<file path="src/rtl/lpm_pkg.sv">
package lpm_pkg;
  typedef enum logic [2:0] {
    ST_RUN,
    ST_LIGHT,
    ST_MID,
    ST_DEEP,
    ST_WARM
  } lpmState_e;

  typedef struct packed {
    logic cfgAccept;
    logic qualRun;
  } lpmStrb_t;

  localparam logic [1:0] MODE_LIGHT = 2'b00;
  localparam logic [1:0] MODE_MID   = 2'b01;
  localparam logic [1:0] MODE_DEEP  = 2'b10;
endpackage

</file>
<file path="src/rtl/lpm_datapath.sv">
module lpm_datapath
  import lpm_pkg::*;
#(
  parameter int GPIO_W = 32,
  parameter int QUAL_W = 6
) (
  input  logic              clk,
  input  logic              rstN,
  input  lpmStrb_t          strb,
  input  logic              cfgWe,
  input  logic [1:0]        cfgModeIn,
  input  logic [GPIO_W-1:0] cfgMaskIn,
  input  logic [QUAL_W-1:0] cfgQualIn,
  input  logic [GPIO_W-1:0] gpioIn,
  output logic [1:0]        modeField,
  output logic              gpioSelLow,
  output logic              gpioQualOk
);
  localparam int CNT_W = QUAL_W + 1;
  localparam logic [CNT_W-1:0] MIN_WIN = CNT_W'(2);

  logic [1:0]        modeReg;
  logic [GPIO_W-1:0] maskReg;
  logic [CNT_W-1:0]  qualWin;
  logic [CNT_W-1:0]  qualCnt;
  logic [CNT_W-1:0]  winRaw;
  logic [CNT_W-1:0]  winNext;

  // window = code + 1, never below two cycles
  always_comb begin
    winRaw  = {1'b0, cfgQualIn} + CNT_W'(1);
    winNext = (winRaw < MIN_WIN) ? MIN_WIN : winRaw;
  end

  always_ff @(posedge clk or negedge rstN) begin
    if (!rstN) begin
      modeReg <= MODE_LIGHT;
      maskReg <= '0;
      qualWin <= MIN_WIN;
    end else if (strb.cfgAccept && cfgWe) begin
      modeReg <= cfgModeIn;
      maskReg <= cfgMaskIn;
      qualWin <= winNext;
    end
  end

  // consecutive-low counter, cleared on any high sample or outside the mode
  always_ff @(posedge clk or negedge rstN) begin
    if (!rstN) begin
      qualCnt <= '0;
    end else if (!strb.qualRun || !gpioSelLow) begin
      qualCnt <= '0;
    end else if (qualCnt != '1) begin
      qualCnt <= qualCnt + CNT_W'(1);
    end
  end

  assign modeField  = modeReg;
  assign gpioSelLow = |(~gpioIn & maskReg);
  assign gpioQualOk = strb.qualRun && gpioSelLow && (qualCnt >= qualWin - CNT_W'(1));
endmodule

</file>
<file path="src/rtl/lpm_ctrl.sv">
module lpm_ctrl
  import lpm_pkg::*;
#(
  parameter int WARM_CYC = 16
) (
  input  logic       clk,
  input  logic       rstN,
  input  logic       idleReq,
  input  logic       wdIntN,
  input  logic       nmiN,
  input  logic       intPendN,
  input  logic       dbgReqN,
  input  logic [1:0] modeField,
  input  logic       gpioSelLow,
  input  logic       gpioQualOk,
  output lpmStrb_t   strb,
  output logic       oscEn,
  output logic       cpuClkEn,
  output logic       sysClkOutEn,
  output logic       inLowPower,
  output logic [1:0] lpMode,
  output logic       wakePulse
);
  localparam int WC_W = (WARM_CYC > 2) ? $clog2(WARM_CYC) : 1;
  localparam logic [WC_W-1:0] WARM_LOAD = WC_W'(WARM_CYC - 1);

  lpmState_e state, nxt;
  logic [WC_W-1:0] warmCnt;

  always_comb begin
    nxt = state;
    unique case (state)
      ST_RUN: if (idleReq) begin
        if (modeField[1])      nxt = ST_DEEP;
        else if (modeField[0]) nxt = ST_MID;
        else                   nxt = ST_LIGHT;
      end
      ST_LIGHT: if (!wdIntN || !intPendN || !nmiN) nxt = ST_RUN;
      ST_MID:   if (!wdIntN || !nmiN || !dbgReqN || gpioQualOk) nxt = ST_RUN;
      ST_DEEP:  if (!nmiN || !dbgReqN || gpioSelLow) nxt = ST_WARM;
      ST_WARM:  if (warmCnt == '0) nxt = ST_RUN;
      default:  nxt = ST_RUN;
    endcase
  end

  always_ff @(posedge clk or negedge rstN) begin
    if (!rstN) begin
      state     <= ST_RUN;
      wakePulse <= 1'b0;
      warmCnt   <= '0;
    end else begin
      state     <= nxt;
      wakePulse <= (state != ST_RUN) && (nxt == ST_RUN);
      if (state == ST_DEEP)                     warmCnt <= WARM_LOAD;
      else if (state == ST_WARM && warmCnt != '0) warmCnt <= warmCnt - WC_W'(1);
    end
  end

  always_comb begin
    oscEn       = 1'b1;
    cpuClkEn    = 1'b1;
    sysClkOutEn = 1'b1;
    lpMode      = MODE_LIGHT;
    unique case (state)
      ST_MID: begin
        cpuClkEn = 1'b0; sysClkOutEn = 1'b0; lpMode = MODE_MID;
      end
      ST_DEEP: begin
        oscEn = 1'b0; cpuClkEn = 1'b0; sysClkOutEn = 1'b0; lpMode = MODE_DEEP;
      end
      ST_WARM: begin
        cpuClkEn = 1'b0; sysClkOutEn = 1'b0; lpMode = MODE_DEEP;
      end
      default: ;
    endcase
  end

  assign inLowPower     = (state != ST_RUN);
  assign strb.cfgAccept = (state == ST_RUN);
  assign strb.qualRun   = (state == ST_MID);
endmodule

</file>
<file path="src/rtl/lpm_top.sv">
module lpm_top
  import lpm_pkg::*;
(
  input  logic        clk,
  input  logic        rstN,
  input  logic        cfgWe,
  input  logic [1:0]  cfgModeIn,
  input  logic [31:0] cfgMaskIn,
  input  logic [5:0]  cfgQualIn,
  input  logic        idleReq,
  input  logic        wdIntN,
  input  logic        nmiN,
  input  logic        intPendN,
  input  logic        dbgReqN,
  input  logic [31:0] gpioIn,
  output logic        oscEn,
  output logic        cpuClkEn,
  output logic        sysClkOutEn,
  output logic        inLowPower,
  output logic [1:0]  lpMode,
  output logic        wakePulse
);
  lpmStrb_t   strb;
  logic [1:0] modeField;
  logic       gpioSelLow;
  logic       gpioQualOk;

  lpm_datapath #(.GPIO_W(32), .QUAL_W(6)) u_dp (
    .clk(clk), .rstN(rstN), .strb(strb), .cfgWe(cfgWe),
    .cfgModeIn(cfgModeIn), .cfgMaskIn(cfgMaskIn), .cfgQualIn(cfgQualIn),
    .gpioIn(gpioIn), .modeField(modeField), .gpioSelLow(gpioSelLow),
    .gpioQualOk(gpioQualOk)
  );

  lpm_ctrl #(.WARM_CYC(16)) u_ctrl (
    .clk(clk), .rstN(rstN), .idleReq(idleReq), .wdIntN(wdIntN), .nmiN(nmiN),
    .intPendN(intPendN), .dbgReqN(dbgReqN), .modeField(modeField),
    .gpioSelLow(gpioSelLow), .gpioQualOk(gpioQualOk), .strb(strb),
    .oscEn(oscEn), .cpuClkEn(cpuClkEn), .sysClkOutEn(sysClkOutEn),
    .inLowPower(inLowPower), .lpMode(lpMode), .wakePulse(wakePulse)
  );
endmodule

</file>
<file path="config.mk">
export PLATFORM = sky130hd
export DESIGN_NAME = lpm_top
export DESIGN_NICKNAME = d
export VERILOG_FILES = /design/src/rtl/lpm_pkg.sv /design/src/rtl/lpm_datapath.sv /design/src/rtl/lpm_ctrl.sv /design/src/rtl/lpm_top.sv
export SDC_FILE = /design/constraint.sdc
export NUM_CORES = 1
export LEC_CHECK = 0
export BUFFER_PORTS_ARGS = -buffer_cell sky130_fd_sc_hd__buf_2
export CAP_MARGIN = 40
export CORE_UTILIZATION = 58
export CTS_BUF_LIST = sky130_fd_sc_hd__clkbuf_4 sky130_fd_sc_hd__clkbuf_8
export DETAILED_ROUTE_END_ITERATION = 7
export PLACE_DENSITY = 0.91
export SLEW_MARGIN = 25
export SYNTH_ARGS = -nofsm -noshare
export SYNTH_HDL_FRONTEND = slang
export SYNTH_SLANG_ARGS = --single-unit
</file>
<file path="constraint.sdc">
create_clock -name clk -period 5.7 [get_ports clk]
set_input_delay 0.285 -clock clk [delete_from_list [all_inputs] [get_ports clk]]
set_output_delay 0.285 -clock clk [all_outputs]
set_load 0.05 [all_outputs]
</file>
==> results.toml, run 1 <==
[drt]
final_antenna_net_count = 0
dr.pass1.iters = 4
routed_via_density = 5.345
drt_iter0_drc = 85
vias = 2245
routed_wl_um = 5613
post_drt_wl_per_cell_um = 13.36
route.detailed.drc = 0

[timing]
tightest_slew_ns = 0.6839
min_period_over_period_pct = 38.06
maxSlewViolCount = 0
relSlewSlack_pct = 54.41
min_period_ns = 2.170
finalSetupTns_ns = 0
final_hold_viol_count = 0
rsz0062_at_grt = "no"
max_freq_mhz = 460.9
setup_viol = 0
skew_ns = 0.007320

[finish]
final_common_cell = "buf_2"
drive_gt1_share_pct = 40.51
layout_common_cells = "buf_2 (86), dfrtp_1 (55), mux2_2 (29)"
fin_cells = 420
syn_to_final_growth_pct = 20.62
nets = 443
num_antenna_cells = 0
utilization_pct = 74.16

[synthesis]
synth_edf_count = 0
netlist_area_mm2 = 0.002962
ys_ff_latch = 56
synthArstFlopShare_pct = 100.0
syn_inst = 263
yosysWarnings = 0
yosysUniqueCellTypes = 44
seq_area_frac_synth_pct = 47.36
avgSynthCellArea_um2 = 11.26
synth_flop_cell = "dfrtp_1"
syn_nets = 354

[die]
core_area_mm2 = 0.004817
fp.dieW_um = 73.46
die_area_mm2 = 0.005396
start_util_pct = 61.48
die_h_um = 73.46
pin_count = 87
row_count = 25

[clock_network]
clock-sinks = 56
ctsResizeCount = 0
clk_latency_ns = 0.31
clk_pin_slew_worst_paths_ns = 0.10
root_buffer = "clkbuf_8"
post-cts-setup-buffers = 0
numCtsBuffers = 5
ctsHoldBuffers = 0
htree_levels = 2
clock_path_buffers = 2
cts_tree = "built"

[global_routing]
gr-usage-all-layers_pct = 23.13
overflow = 0
antenna_found_initial = 0
grt_pass1_vias = 2253
grt_max_degree = 57
grt_pass1_wl_um = 9453

[critical_path]
crit_path_start_kind = "register"
r2r_start = "u_dp.qualWin[1]$_DFFE_PN1P_"
path_class = "reg2reg"
startpoint = "u_dp.qualWin[1]$_DFFE_PN1P_"
path_max_fanout = 4
cp-end-kind = "register"
cp.required_ns = 5.94
cp.arrival_ns = 2.40

[place]
place.gp.congestion = 0.7710
place_hpwl_um = 4422
portBuffers = 86
dp.cells = 412

[power_and_ir_drop]
p_leak_nw = 1.702
fin_total_pwr_w = 0.001582
ir_worst_vdd_uv = 239.4
p_per_area_mw_per_mm2 = 442.9

[run_status]
status = "finished, final reports clean"

[run]
max_cap_viol_count = 0

[worst_hold_path]
holdCritPathClass = "in2async"
[critical path, cell delays in order (launching register included)]
cell and delay (ns):
dfstp_2 0.57, inv_1 0.05, ha_1 0.20, nand2_1 0.10, xor2_1 0.18, ha_1 0.27
a211oi_1 0.20, nor2_1 0.07, nor3_1 0.19, a21oi_1 0.10, a21oi_1 0.16
[report_power, final]
part | internal [W] | switching (W) | leakage, nW
sequential | 0.000571 | 0.000110 | 0.674
combinational | 0.000326 | 0.000311 | 0.969
clock | 0.000138 | 0.000127 | 0.0592
total | 0.00103 | 0.000548 | 1.70
[stage by stage]
stage	setup WS, ns	area, um^2	hold slack, ns
floorplan	3.136	2962	-0.01059
global placement	3.484	3437	0.4598
detailed placement	3.559	3457	0.4540
CTS	3.525	3572	0.1163
global route	3.297	3572	0.1604
finish	3.530	3572	0.09802
[synth_stat cells, types with 6 or more instances]
cell      n  area share (%)
a21oi_1   9             1.5
dfrtp_1  55              46
ha_1     11             4.6
inv_1    15             1.9
mux2_1    6             2.3
mux2_2   29              11
nand2_1  11             1.4
nand3_1   6             1.0
nand4_1   8             1.7
nor2_1   19             2.4
nor2b_1  17             3.6
nor3_1    7             1.2
xnor2_1   8             2.4
xor2_1    7             2.1
[cell type report]
class                      instances  area (um^2)
multi-input combinational        186         1456
sequential                        56         1403
fill                             348         1245
timing repair buffer              88        457.9
tap                               67        83.83
clock buffer                       6        76.32
inverter                          15        56.30
clock inverter                     2        38.79
[flip-flops by register name (all words and copies together) (netlist names)]
name	count
u_dp.maskReg	32
u_ctrl.wakePulse	1
u_dp.qualWin	7
u_dp.qualCnt	7
u_dp.modeField	2
u_ctrl.state	3
u_ctrl.warmCnt	4
[logic make-up after synthesis]
family,synth area share (%)
flip-flops,47.36
AND/OR/NAND/NOR,17.11
multiplexers,13.65
XOR/XNOR,4.436
adder cells (fa/ha/maj),4.647
buffers and inverters,3.506
AO/OA/AOI/OAI,9.294
[worst paths after layout]
check	endpoint	slack, ns	cells after the start
max reg2reg	u_ctrl.state[1]$_DFF_PN0_	3.53	10
min	u_ctrl.state[1]$_DFF_PN0_	0.1	2
max in group asynchronous	u_dp.qualCnt[0]$_DFFE_PN0P_	5.15	2
min in group clk	u_dp.maskReg[30]$_DFFE_PN0P_	0.19	2
max	u_ctrl.state[1]$_DFF_PN0_	3.53	10
min reg2reg	u_dp.maskReg[30]$_DFFE_PN0P_	0.48	1
[routing by layer]
metal / vias to the layer above / global-route usage [%] / wire length (um)
met5: - / 0 / 0
met2: 67 / 39.55 / 2840
met1: 1068 / 28.55 / 2377
li1: 1103 / - / -
met4: 0 / 6.410 / 55
met3: 7 / 6.722 / 340
No activity file was read; power rests on OpenSTA's default activity.
==> run 2: changes to the inputs <==
--- a/config.mk
+++ b/config.mk
@@ -5,12 +5,13 @@
 export SDC_FILE = /design/constraint.sdc
 export NUM_CORES = 1
 export LEC_CHECK = 0
+export ABC_AREA = 1
 export BUFFER_PORTS_ARGS = -buffer_cell sky130_fd_sc_hd__buf_2
 export CAP_MARGIN = 40
-export CORE_UTILIZATION = 58
+export CORE_UTILIZATION = 48
 export CTS_BUF_LIST = sky130_fd_sc_hd__clkbuf_4 sky130_fd_sc_hd__clkbuf_8
 export DETAILED_ROUTE_END_ITERATION = 7
-export PLACE_DENSITY = 0.91
+export PLACE_DENSITY = 0.81
 export SLEW_MARGIN = 25
 export SYNTH_ARGS = -nofsm -noshare
 export SYNTH_HDL_FRONTEND = slang
==> constraint.sdc (replaced) <==
create_clock -name clk -period 1.8 [get_ports clk]
set_input_delay 0.09 -clock clk [delete_from_list [all_inputs] [get_ports clk]]
set_output_delay 0.09 -clock clk [all_outputs]
set_load 0.05 [all_outputs]
==> results.toml, run 2 <==
[run_status]
status = "complete, but fails checks"
violations = "setup timing"

[worst_hold_path]
min_path_cells = 3
min_to = "u_dp.maskReg[6]$_DFFE_PN0P_"
hp-start = "cfgMaskIn[6]"
holdCritPathClass = "in2reg"

[drt]
post_drt_wl_per_cell_um = 12.44
final_antenna_net_count = 0
vias = 2995
dr.pass1.iters = 4
drt_iter0_drc = 197
route.detailed.drc = 0
routed_wl_um = 7574
routed_via_density = 4.918

[clock_network]
root_buffer = "clkbuf_8"
clk_pin_slew_worst_paths_ns = 0.10
numCtsBuffers = 5
clock_path_buffers = 2
clk_latency_ns = 0.31
clock-sinks = 56
cts_tree = "built"
htree_levels = 2

[critical_path]
regToRegEndpoint = "u_ctrl.wakePulse$_DFF_PN0_"
critPathBufInv = 2
crit_chain = "inv_2 -> ha_4 -> buf_4 -> xnor2_1 -> ha_1 -> a21oi_1 -> o21ai_0 -> nand2_1 -> nand3_1 -> nand2_1 -> nand3_1 -> nand3b_1 -> nor2_1"
slowest_delay_ns = 0.55
crit_path_start_kind = "register"
cp.arrival_ns = 2.34
slowest_stage = "dfstp_2"
critPathTopFamily = "flip-flops"
r2r_start = "u_dp.qualWin[1]$_DFFE_PN1P_"
cp-end-kind = "register"
path_class = "reg2reg"
path_max_fanout = 3
cp.required_ns = 2.00
r2r_slack_ns = -0.34
r2r.worst_path.cells = 13

[die]
start_util_pct = 50.17
pin_count = 87
die_h_um = 80.90
die_area_mm2 = 0.006544
fp.dieW_um = 80.90
row_count = 28
core_area_mm2 = 0.005956

[timing]
final_hold_viol_count = 0
timing.hold.ws_ns = 0.008446
fin_ws_ns = -0.3412
skew_ns = 0.01297
tightest_slew_ns = 0.5322
relSlewSlack_pct = 64.52
setup_viol = 2
min_period_over_period_pct = 119.0
rsz0062_at_grt = "yes"
min_period_ns = 2.141
maxSlewViolCount = 0
max_freq_mhz = 467.0

[power_and_ir_drop]
fin_total_pwr_w = 0.005981
ir_worst_vdd_uv = 1148
p_leak_nw = 2.300
p_per_area_mw_per_mm2 = 1451

[global_routing]
grt_max_degree = 36
grt_pass1_wl_um = 12330
grt_pass1_vias = 2890
overflow = 0
gr-usage-all-layers_pct = 24.45
antenna_found_initial = 0

[synthesis]
synth_most_common_cell = "nand2_1"
yosysUniqueCellTypes = 30
synthArstFlopShare_pct = 100.0
yosys-top-cells-count = "nand2_1 (164), dfrtp_1 (55), inv_1 (46), nor2_1 (32), o21ai_1 (22)"
netlist_area_mm2 = 0.002988
syn_inst = 403
yosysWarnings = 0
synth_flop_cell = "dfrtp_1"
avgSynthCellArea_um2 = 7.414
ys_ff_latch = 56
synth.top_cell.area_share_pct = 46.06
synth_area_leader_cell = "dfrtp_1"
syn_nets = 494
seq_area_frac_synth_pct = 46.94
synthTopCellsByArea = "dfrtp_1 (46%), nand2_1 (21%), inv_1 (5.8%)"
synth_edf_count = 0

[finish]
largest_register_ffs = 32
syn_to_final_growth_pct = 37.98
num_antenna_cells = 0
final_area_mm2 = 0.004123
top_register = "u_dp.maskReg"
final_common_cell = "nand2_1"
fin_cells = 609
drive_gt1_share_pct = 25.84
nets = 624
utilization_pct = 69.22
reg_top3 = "u_dp.maskReg x32, u_dp.qualCnt x7, u_dp.qualWin x7"
layout_common_cells = "nand2_1 (161), buf_2 (86), dfrtp_1 (55)"

[place]
place_area_mm2 = 0.003613
portBuffers = 86
place_hpwl_um = 5150
dp.cells = 567
place.gp.congestion = 0.7917

[run]
max_cap_viol_count = 0
==> run 2: cell types whose count changed after synthesis, sizes merged, moves of 8 or more <==
cell and delta:
nor2 +14, nor2b -20, a2111oi -8, mux2 -35, inv +38, nand2 +153, o21ai +19
==> run 2: final cells by class <==
class	count	area, um^2
fill	473	1833
multi-input combinational	284	1430
sequential	56	1403
timing repair buffer	132	865.8
inverter	54	203.9
clock buffer	7	96.34
tap	75	93.84
clock inverter	1	30.03
==> run 2: worst max-delay path by stage <==
stage / start / to / cells past startpoint
floorplan: u_dp.qualWin[1]$_DFFE_PN1P_ / u_ctrl.wakePulse$_DFF_PN0_ / 14
global placement: u_dp.qualWin[1]$_DFFE_PN1P_ / u_ctrl.wakePulse$_DFF_PN0_ / 13
detailed placement: u_dp.qualWin[1]$_DFFE_PN1P_ / u_ctrl.wakePulse$_DFF_PN0_ / 14
CTS: u_dp.qualWin[1]$_DFFE_PN1P_ / u_ctrl.wakePulse$_DFF_PN0_ / 14
global route: u_dp.qualWin[1]$_DFFE_PN1P_ / u_ctrl.wakePulse$_DFF_PN0_ / 13
finish: u_dp.qualWin[1]$_DFFE_PN1P_ / u_ctrl.wakePulse$_DFF_PN0_ / 13
==> run 2: tightest hold or removal path: cells and delay by family <==
| family | cells | cell delay (ns) |
|---|---|---|
| AOI/OAI and AO/OA | 1 | 0.07 |
| and+or+nand+nor | 1 | 0.04 |
| buffers and inverters | 1 | 0.08 |
==> run 2: kinds of logic (layout without fill, tap and decap cells) <==
| family | after synthesis | count (layout) | synth area share, % |
|---|---|---|---|
| buf+inv | 63 | 194 | 8.292 |
| fa+ha+maj | 11 | 11 | 4.606 |
| compound gates | 36 | 36 | 6.240 |
| simple gates | 227 | 227 | 30.99 |
| flops | 56 | 56 | 46.94 |
| xor+xnor | 10 | 10 | 2.931 |
==> run 2: routing by layer <==
layer  global-route usage (%)  wire length (um)  vias to the layer above
met3                    3.371               385                       12
met2                    45.63              3933                       91
met1                    28.93              3104                     1394
li1                         -                 -                     1498
met5                        0                 0                        -
met4                    7.143               149                        0
==> run 2: repair_timing <==
action,in CTS,in global routing
setup endpoints to repair,2,4
setup buffers,2,1
pin swaps,3,1
hold buffers,31,0
hold endpoints to repair,51,0
gates resized for setup,4,8
==> run 2: power breakdown <==
| part | switching (W) | internal [W] | leakage (nW) | total (W) |
|---|---|---|---|---|
| clock | 0.000404 | 0.000492 | 0.0645 | 0.000896 |
| combinational | 0.00182 | 0.00109 | 1.54 | 0.00291 |
| sequential | 0.000370 | 0.00180 | 0.700 | 0.00217 |
| total | 0.00259 | 0.00339 | 2.30 | 0.00598 |
==> run 2: through the flow <==
stage                     setup WS (ns)  setup TNS (ns)
after global placement          -0.1639         -0.2840
after detailed placement        -0.2971         -0.5464
after CTS                       -0.2920         -0.5311
final                           -0.3412         -0.6041
after floorplan                -0.09267         -0.1507
after global routing            -0.4321         -0.7974
==> run 3: changes to the inputs <==
--- a/config.mk
+++ b/config.mk
@@ -12,6 +12,7 @@
 export CTS_BUF_LIST = sky130_fd_sc_hd__clkbuf_4 sky130_fd_sc_hd__clkbuf_8
 export DETAILED_ROUTE_END_ITERATION = 7
 export PLACE_DENSITY = 0.81
+export SETUP_SLACK_MARGIN = 0.1
 export SLEW_MARGIN = 25
 export SYNTH_ARGS = -nofsm -noshare
 export SYNTH_HDL_FRONTEND = slang
==> results.toml, run 3 (synthesized netlist as in run 2, its figures left out) <==
[place]
place_hpwl_um = 5150
place.gp.congestion = 0.7917
portBuffers = 86

[die]
start_util_pct = 50.17
core_area_mm2 = 0.005956
row_count = 28
die_h_um = 80.90
pin_count = 87
fp.dieW_um = 80.90
die_area_mm2 = 0.006544

[timing]
skew_ns = 0.008840
setup_viol = 2
min_period_ns = 2.143
maxSlewViolCount = 0
timing.hold.ws_ns = 0.01189
max_freq_mhz = 466.6
finalSetupTns_ns = -0.6072
rsz0062_at_grt = "yes"
final_hold_viol_count = 0
tightest_slew_ns = 0.5330
fin_ws_ns = -0.3434
relSlewSlack_pct = 64.47
min_period_over_period_pct = 119.1

[global_routing]
grt_max_degree = 36
gr-usage-all-layers_pct = 24.48
grt_pass1_wl_um = 12340
overflow = 0
grt_pass1_vias = 2885
antenna_found_initial = 0

[drt]
drt_iter0_drc = 164
final_antenna_net_count = 0
routed_via_density = 4.899
vias = 2993
post_drt_wl_per_cell_um = 12.57
route.detailed.drc = 0
routed_wl_um = 7681
dr.pass1.iters = 4

[power_and_ir_drop]
p_sw_share_pct = 43.34
clkPwrFrac_pct = 14.7
power_frac_comb_pct = 49.3
power_frac_seq_pct = 36.0
p_per_area_mw_per_mm2 = 1456
ir_worst_vdd_uv = 1133
p_int_w = 0.003421
switchingPower_w = 0.002617
p_leak_nw = 2.312
fin_total_pwr_w = 0.006038

[finish]
reg_top3 = "u_dp.maskReg x32, u_dp.qualCnt x7, u_dp.qualWin x7"
final_common_cell = "nand2_1"
top_register = "u_dp.maskReg"
syn_to_final_growth_pct = 38.78
utilization_pct = 69.62
drive_gt1_share_pct = 26.49
largest_register_ffs = 32
nets = 626
num_antenna_cells = 0
layout_common_cells = "nand2_1 (160), buf_2 (86), dfrtp_1 (55)"

[critical_path]
cp.required_ns = 2.01
path_max_fanout = 3
crit_path_start_kind = "register"
r2r_slack_ns = -0.34
path_class = "reg2reg"
cp.arrival_ns = 2.35
cp-end-kind = "register"

[clock_network]
numCtsBuffers = 5
root_buffer = "clkbuf_8"
htree_levels = 2
clock-sinks = 56
clk_latency_ns = 0.31
cts_tree = "built"
clock_path_buffers = 2
clk_pin_slew_worst_paths_ns = 0.10

[run]
max_cap_viol_count = 0

[run_status]
status = "complete, but fails checks"
violations = "setup timing"

[worst_hold_path]
holdCritPathClass = "in2reg"
-- run 3: cell types whose count changed in the layout (fill, tap and decap cells not counted) --
cell and delta:
buf_4 +1, buf_6 +1, nand2_1 -1, nand2_2 +1, nor2_1 -1, nor2_2 +1
-- run 3: per-layer routing --
metal  GRT usage, %  share of wire, %  up-vias
li1               -                 -     1502
met2          46.22                53       89
met5              0                 0        -
met4          6.071               1.5        0
met1          29.03                41     1391
met3          3.258               5.0       11
-- run 3: power by group through the flow --
stage               Sequential, W  Combinational, W  Clock (W)
floorplan                 0.00212           0.00200          0
global placement          0.00214           0.00261          0
detailed placement        0.00217           0.00272          0
CTS                       0.00215           0.00284   0.000903
global route              0.00224           0.00334   0.000957
finish                    0.00218           0.00298   0.000888
-- run 3: worst paths after layout --
| check | to | startpoint | cells after the start |
|---|---|---|---|
| min | u_dp.maskReg[6]$_DFFE_PN0P_ | cfgMaskIn[6] | 3 |
| max reg2reg | u_ctrl.wakePulse$_DFF_PN0_ | u_dp.qualWin[1]$_DFFE_PN1P_ | 13 |
| max | u_ctrl.wakePulse$_DFF_PN0_ | u_dp.qualWin[1]$_DFFE_PN1P_ | 13 |
| min reg2reg | u_dp.maskReg[24]$_DFFE_PN0P_ | u_dp.maskReg[24]$_DFFE_PN0P_ | 2 |
| max in group asynchronous | u_dp.qualWin[1]$_DFFE_PN1P_ | rstN | 3 |
| min in group asynchronous | u_ctrl.state[1]$_DFF_PN0_ | rstN | 2 |
-- run 3: critical path: stages, from the launching register on --
cell	delay, ns
dfstp_2	0.55
inv_2	0.05
ha_4	0.16
buf_4	0.13
xnor2_1	0.16
ha_1	0.28
a21oi_1	0.16
o21ai_0	0.12
nand2_1	0.07
nand3_1	0.07
nand2_1	0.07
nand3_1	0.06
nand3b_1	0.12
nor2_1	0.05
-- run 3: repair_timing --
| item | 4_1_cts | 5_1_grt |
|---|---|---|
| endpoints found under the setup margin | 3 | 28 |
| hold buffers | 31 | 0 |
| gates resized for setup | 5 | 10 |
| pin swaps | 3 | 2 |
| hold endpoints to repair | 51 | 0 |
| buffers inserted | 2 | 3 |
-- run 3: final cells by class --
type,count,area (um^2)
Timing Repair Buffer,134,884.6
Multi-Input combinational cell,284,1435
Fill cell,468,1809
Inverter,54,203.9
Clock inverter,1,30.03
Tap cell,75,93.84
Sequential cell,56,1403
Clock buffer,7,96.34
-- run 3: per-stage QoR --
| step | worst slack (ns) | cells | instance area (um^2) |
|---|---|---|---|
| after floorplan | -0.09267 | 403 | 3030 |
| after global placement | -0.1639 | 567 | 3613 |
| after detailed placement | -0.2971 | 567 | 3613 |
| after CTS | -0.2920 | 608 | 4086 |
| after global routing | -0.4321 | 611 | 4146 |
| final | -0.3434 | 611 | 4146 |
